[config.mk]
export PLATFORM = sky130hd
export DESIGN_NAME = bus_xcvr_reg
export DESIGN_NICKNAME = d
export VERILOG_FILES = /design/src/rtl/bus_xcvr_reg.sv
export SDC_FILE = /design/constraint.sdc
export NUM_CORES = 1
export LEC_CHECK = 0
export BUFFER_PORTS_ARGS = -buffer_cell sky130_fd_sc_hd__buf_2
export CAP_MARGIN = 10
export CORE_MARGIN = 10
export CORE_UTILIZATION = 46
export CTS_CLUSTER_SIZE = 8
export DETAILED_ROUTE_END_ITERATION = 7
export GPL_ROUTABILITY_DRIVEN = 0
export GPL_TIMING_DRIVEN = 0
export PLACE_DENSITY = 0.68
export SETUP_SLACK_MARGIN = 0.1
export SYNTH_ARGS = -nofsm -noshare
export SYNTH_HDL_FRONTEND = slang
export SYNTH_SLANG_ARGS = --single-unit
[constraint.sdc]
create_clock -name clk -period 1.62 [get_ports clk]
set_input_delay 0.081 -clock clk [delete_from_list [all_inputs] [get_ports clk]]
set_output_delay 0.081 -clock clk [all_outputs]
set_load 0.01 [all_outputs]
[src/rtl/bus_xcvr_reg.sv]
module bus_xcvr_reg #(
  parameter int WIDTH  = 8,
  parameter bit INVERT = 1'b0
) (
  input  logic             clk,
  input  logic             rst_n,
  input  logic [WIDTH-1:0] a_in,
  input  logic             a_ext,
  output logic [WIDTH-1:0] a_out,
  output logic             a_oe,
  input  logic [WIDTH-1:0] b_in,
  input  logic             b_ext,
  output logic [WIDTH-1:0] b_out,
  output logic             b_oe,
  input  logic             cap_ab,
  input  logic             cap_ba,
  input  logic             sel_ab,
  input  logic             sel_ba,
  input  logic             oe_ab,
  input  logic             oe_ba_n
);
  localparam logic [WIDTH-1:0] FLIP = INVERT ? '1 : '0;

  logic [WIDTH-1:0] st_ab, st_ba, a_hold, b_hold, a_bus, b_bus;
  logic             cap_ab_q, cap_ba_q, live;
  logic             ld_ab, ld_ba;

  assign a_bus = a_ext ? a_in : (a_oe ? a_out : a_hold);
  assign b_bus = b_ext ? b_in : (b_oe ? b_out : b_hold);
  assign ld_ab = cap_ab & ~cap_ab_q;
  assign ld_ba = cap_ba & ~cap_ba_q;

  always_ff @(posedge clk or negedge rst_n) begin
    if (!rst_n) begin
      st_ab    <= '0;
      st_ba    <= '0;
      a_hold   <= '0;
      b_hold   <= '0;
      a_out    <= '0;
      b_out    <= '0;
      a_oe     <= 1'b0;
      b_oe     <= 1'b0;
      cap_ab_q <= 1'b0;
      cap_ba_q <= 1'b0;
      live     <= 1'b0;
    end else begin
      cap_ab_q <= cap_ab;
      cap_ba_q <= cap_ba;
      if (ld_ab) st_ab <= a_bus;
      if (ld_ba) st_ba <= b_bus;
      a_hold <= a_bus;
      b_hold <= b_bus;
      b_out  <= (sel_ab ? st_ab : a_bus) ^ FLIP;
      a_out  <= (sel_ba ? st_ba : b_bus) ^ FLIP;
      b_oe   <= oe_ab;
      a_oe   <= ~oe_ba_n;
      live   <= 1'b1;
    end
  end

  a_r2_load_ab: assert property (@(posedge clk) disable iff (!rst_n)
    live && $past(ld_ab) |-> st_ab == $past(a_bus));
  a_r2_keep_ab: assert property (@(posedge clk) disable iff (!rst_n)
    live && !$past(ld_ab) |-> $stable(st_ab));
  a_r2_load_ba: assert property (@(posedge clk) disable iff (!rst_n)
    live && $past(ld_ba) |-> st_ba == $past(b_bus));
  a_r2_keep_ba: assert property (@(posedge clk) disable iff (!rst_n)
    live && !$past(ld_ba) |-> $stable(st_ba));
  a_r3_live_b: assert property (@(posedge clk) disable iff (!rst_n)
    live && !$past(sel_ab) |-> b_out == ($past(a_bus) ^ FLIP));
  a_r3_live_a: assert property (@(posedge clk) disable iff (!rst_n)
    live && !$past(sel_ba) |-> a_out == ($past(b_bus) ^ FLIP));
  a_r4_replay_b: assert property (@(posedge clk) disable iff (!rst_n)
    live && $past(sel_ab) |-> b_out == ($past(st_ab) ^ FLIP));
  a_r4_replay_a: assert property (@(posedge clk) disable iff (!rst_n)
    live && $past(sel_ba) |-> a_out == ($past(st_ba) ^ FLIP));
  a_r5_enables: assert property (@(posedge clk) disable iff (!rst_n)
    live |-> b_oe == $past(oe_ab) && a_oe == !$past(oe_ba_n));
  a_r8_hold_a: assert property (@(posedge clk) disable iff (!rst_n)
    live && !a_ext && !a_oe |-> a_bus == $past(a_bus));
endmodule

After elaboration in Yosys (flattened, before gate mapping)
Cells that the tools add are included.
{ "op_classes": {"n_mux": 6, "n_bitwise": 5} }
{ "op_table": {"columns": ["op", "count"], "rows": [
  ["8-bit 2-to-1 mux", 6],
  ["1-bit NOT", 3],
  ["1-bit AND", 2]
]} }
{ "totals": {"in_bits": 26, "reg_bits": 52, "word_cells": 21, "output_inout_bits": 18} }

Longest topological paths before layout
{ "depth": {"ltp_word": 3, "mapped_depth": 4, "ltp_nobuf": 3} }

Worst setup path before layout
No wires, ideal clock.
{ "synth_timing": {"path_type": "flip-flop to flip-flop", "from": "register a_oe", "to": "register st_ab[0]", "synth_period_minus_slack_ns": 1.214, "stages_incl_launch_ff": 5, "t_required_ns": 1.496, "setup_ns": 0.124, "n_path_buf": 1, "arrival_ns": 1.090, "slack_ns": 0.406, "path_cell_list": "dfrtp_1 buf_6 mux2_4 mux2i_4 o21ai_1"} }
{ "synth_between": {"elab_chain_len": 2} }
{ "synth_lines": {"columns": ["element", "line_no", "text"], "rows": [
  ["start: declaration", "10", "output logic a_oe,"],
  ["start signal: assignment", "56", "a_oe <= ~oe_ba_n;"],
  ["8-bit 2-to-1 mux (2 in a row)", "28", "assign a_bus = a_ext ? a_in : (a_oe ? a_out : a_hold);"],
  ["end signal: assignment", "49", "if (ld_ab) st_ab <= a_bus;"],
  ["end: declaration", "24", "logic [WIDTH-1:0] st_ab, st_ba, a_hold, b_hold, a_bus, b_bus;"]
]} }
Every way passes these cells.
A chain may end at the register's enable or synchronous reset.

Worst setup path after layout
{ "layout_timing": {"from": "register b_oe", "to": "register a_out[4]"} }
{ "layout_between": {"elab_chain_len": 3} }
{ "layout_lines": {"columns": ["element", "line_no", "text"], "rows": [
  ["start: declaration", "14", "output logic b_oe,"],
  ["start signal: assignment", "42", "b_oe <= 1'b0;"],
  ["start signal: assignment", "55", "b_oe <= oe_ab;"],
  ["8-bit 2-to-1 mux (2 in a row)", "29", "assign b_bus = b_ext ? b_in : (b_oe ? b_out : b_hold);"],
  ["8-bit 2-to-1 mux", "54", "a_out <= (sel_ba ? st_ba : b_bus) ^ FLIP;"],
  ["end signal: assignment", "54", null],
  ["end: declaration", "9", "output logic [WIDTH-1:0] a_out,"]
]} }
Every way passes these cells.

==> impl_results.md <==
- Power per cell area: 1080 nW/µm²
- Syn avg cell area: around 13 µm²
- Final core occ: 0.576
- Total track usage: 0.115
- Warnings, synthesis: 0
- Global-route wire length before repair: 7.62 mm
- Worst setup SP type: flip-flop
- Initial Util: 0.482
- Total CTS buffers: 5
- Largest net degree at the start of global routing: 53
- Post-DRT Antenna Nets: 0
- Antenna diode count: 0
- Minimum clock period: 1260 ps
- Maximum VDD drop: about 0.00065 V
- Leak: 1.34 nW
- Die Width: slightly above 90 µm
- Std-Cell Rows: 25
- RSZ-0062 raised after global routing: false
- Synthesized cell area: 2320 µm²
- Die Ht: 91.0 µm
- Total die area: 8290 µm²
- Crit path kind: flip-flop to flip-flop
- Hold/Removal Path Class: primary input to flip-flop
- Clk_lat worst skew: slightly above 300 ps
- Yosys reg bits: 52
- CTS HTree Levels: 2
- CTS root buffer: clkbuf_8
- WP data arrival: 1450 ps
- Sw Ratio: 0.277
- Initial antenna violation count: 0
- DP Wirelength: 3.36 mm
- Post-synthesis sequential area ratio: 0.561
- Power Internal: 0.00216 W
- DRT iter0 DRCs: 58
- Status: complete, no violations
- Worst-margin pin slew: 542 ps
- Reg power frac: 0.526
- I/O Buffers: 41
- Max-slew violations: 0
- DRC: 0
- Vias per cell: about 4.8
- Final period util: 0.780
- Clock-pin slew on the worst setup and hold paths: 90 ps
- Worst Path Required: 1800 ps
- Share of layout cells above drive strength 1: 0.383
- Largest fanout on the critical path: 8
- Max cap viols: 0
- DR WL/cell: 15.2 µm
- Endpoints failing hold: 0
- Clk pwr share: 0.254
- Vias in the first global route: 1,523
- Psw: around 0.00083 W
- Core area: 4820 µm²
- Number of nets in the layout: 255
- I/O pin count: between 40 and 50
- Synthesized net count: 201
- Final WL: 4.52 mm
- GRT overflow: 0
- First-pass detailed-route iteration total: 6
- Setup_tns: 0 ps
- Max Clk Rate: ~0.8 GHz
- Clock sink count: between 50 and 60
- Setup Viol. Count Final: 0
- Cells after Synth: 175
- Vias post-DR: 1,414
- Clock tree buffer depth: 2
- CTS tree: yes
- Synth cell types: 10
- Final std cells w/o fill: 297
- Endpoint class of the critical path: flip-flop
- Headroom to the max-slew limit: 0.639
- Comb power frac: 0.220
- P&R area growth vs syn: 19.5%
- Placed insts: roughly 280
- Fin Clk Skew: between 6 and 7 ps
## final cells by class
class,instances,area (µm²)
Fill cell,426,2040
Sequential cell,52,1300
Multi-Input combinational cell,98,893
Timing Repair Buffer,47,275
Tap cell,67,83.8
Clock buffer,6,82.6
Inverter,17,63.8
Buffer,8,62.6
Clock inverter,2,10.0
## power by group through the flow
stage | clock network (W) | logic, W | registers (W)
floorplan | 0 | 0.000420 | 0.00160
global placement | 0 | 0.000639 | 0.00159
detailed placement | 0 | 0.000652 | 0.00160
CTS | 0.000785 | 0.000661 | 0.00157
global route | 0.000860 | 0.000725 | 0.00160
finish | 0.000757 | 0.000655 | 0.00157
## path summary, 6_finish.rpt
kind | slack [ps] | to | from | cells after the start
min in group asynchronous | 290 | b_oe$_DFF_PN0_ | rst_n | 2
worst min-delay path | 10 | b_hold[0]$_DFF_PN0_ | b_in[0] | 3
max in group asynchronous | 780 | a_hold[7]$_DFF_PN0_ | rst_n | 3
worst max-delay path | 360 | a_out[4]$_DFF_PN0_ | b_oe$_DFF_PN0_ | 4
worst min register to register | 490 | st_ab[6]$_DFFE_PN0P_ | st_ab[6]$_DFFE_PN0P_ | 2
worst max register to register | 360 | a_out[4]$_DFF_PN0_ | b_oe$_DFF_PN0_ | 4
## placed cells by master (no fill, tap or decap)
cell type	netlist	layout
buf_1	2	2
buf_12	0	1
buf_2	2	43
buf_6	4	4
clkbuf_8	0	6
clkinv_2	0	2
dfrtp_1	52	52
dlygate4sd3_1	0	5
inv_1	17	17
mux2_4	16	16
mux2i_4	16	16
nand2_1	32	32
nand2b_1	2	2
o21ai_1	32	32
## per-stage QoR
| stage | hold slack, ps | instance area (µm²) | worst slack, ps | total power (W) |
|---|---|---|---|---|
| after CTS | 2.73 | 2740 | 344 | 0.00302 |
| after global placement | 191 | 2610 | 378 | 0.00223 |
| final | 10.9 | 2770 | 356 | 0.00298 |
| after floorplan | -215 | 2320 | 406 | 0.00202 |
| after global routing | 1.46 | 2770 | 289 | 0.00318 |
| after detailed placement | 191 | 2610 | 361 | 0.00225 |
## cells by family (layout without fill, tap and decap cells)
family          after synthesis  after routing  share of synthesized area
simple gates                 34             34                     0.0571
buf+inv                      25             80                     0.0544
mux                          32             32                      0.259
compound gates               32             32                     0.0690
flops                        52             52                      0.561
## synthesized netlist by cell type (all sizes together)
library cell / number / area [µm²]
mux2i: 16 / 360
inv: 17 / 63.8
buf: 8 / 62.6
dfrtp: 52 / 1300
o21ai: 32 / 160
nand2b: 2 / 12.5
nand2: 32 / 120
mux2: 16 / 240
## worst max-delay path: stages (launching register included)
cell and delay, ps:
dfrtp_1 400, buf_6 160, mux2_4 310, mux2i_4 160, o21ai_1 110
## registers in the layout (all words and copies together) (netlist names)
name,count
b_out,8
st_ab,8
cap_ab_q,1
b_hold,8
a_oe,1
a_hold,8
b_oe,1
cap_ba_q,1
st_ba,8
a_out,8
## per-layer routing
layer,routed length [µm],GRT usage
met1,2200,0.154
met2,1950,0.161
met3,300,0.0486
met4,62,0.0431
met5,0,0
## timing repair
action,in CTS,in global routing
hold endpoints to repair,4,22
buffers inserted,0,0
gates resized for setup,0,0
hold buffers,4,1
(Power assumes the default switching activity.)
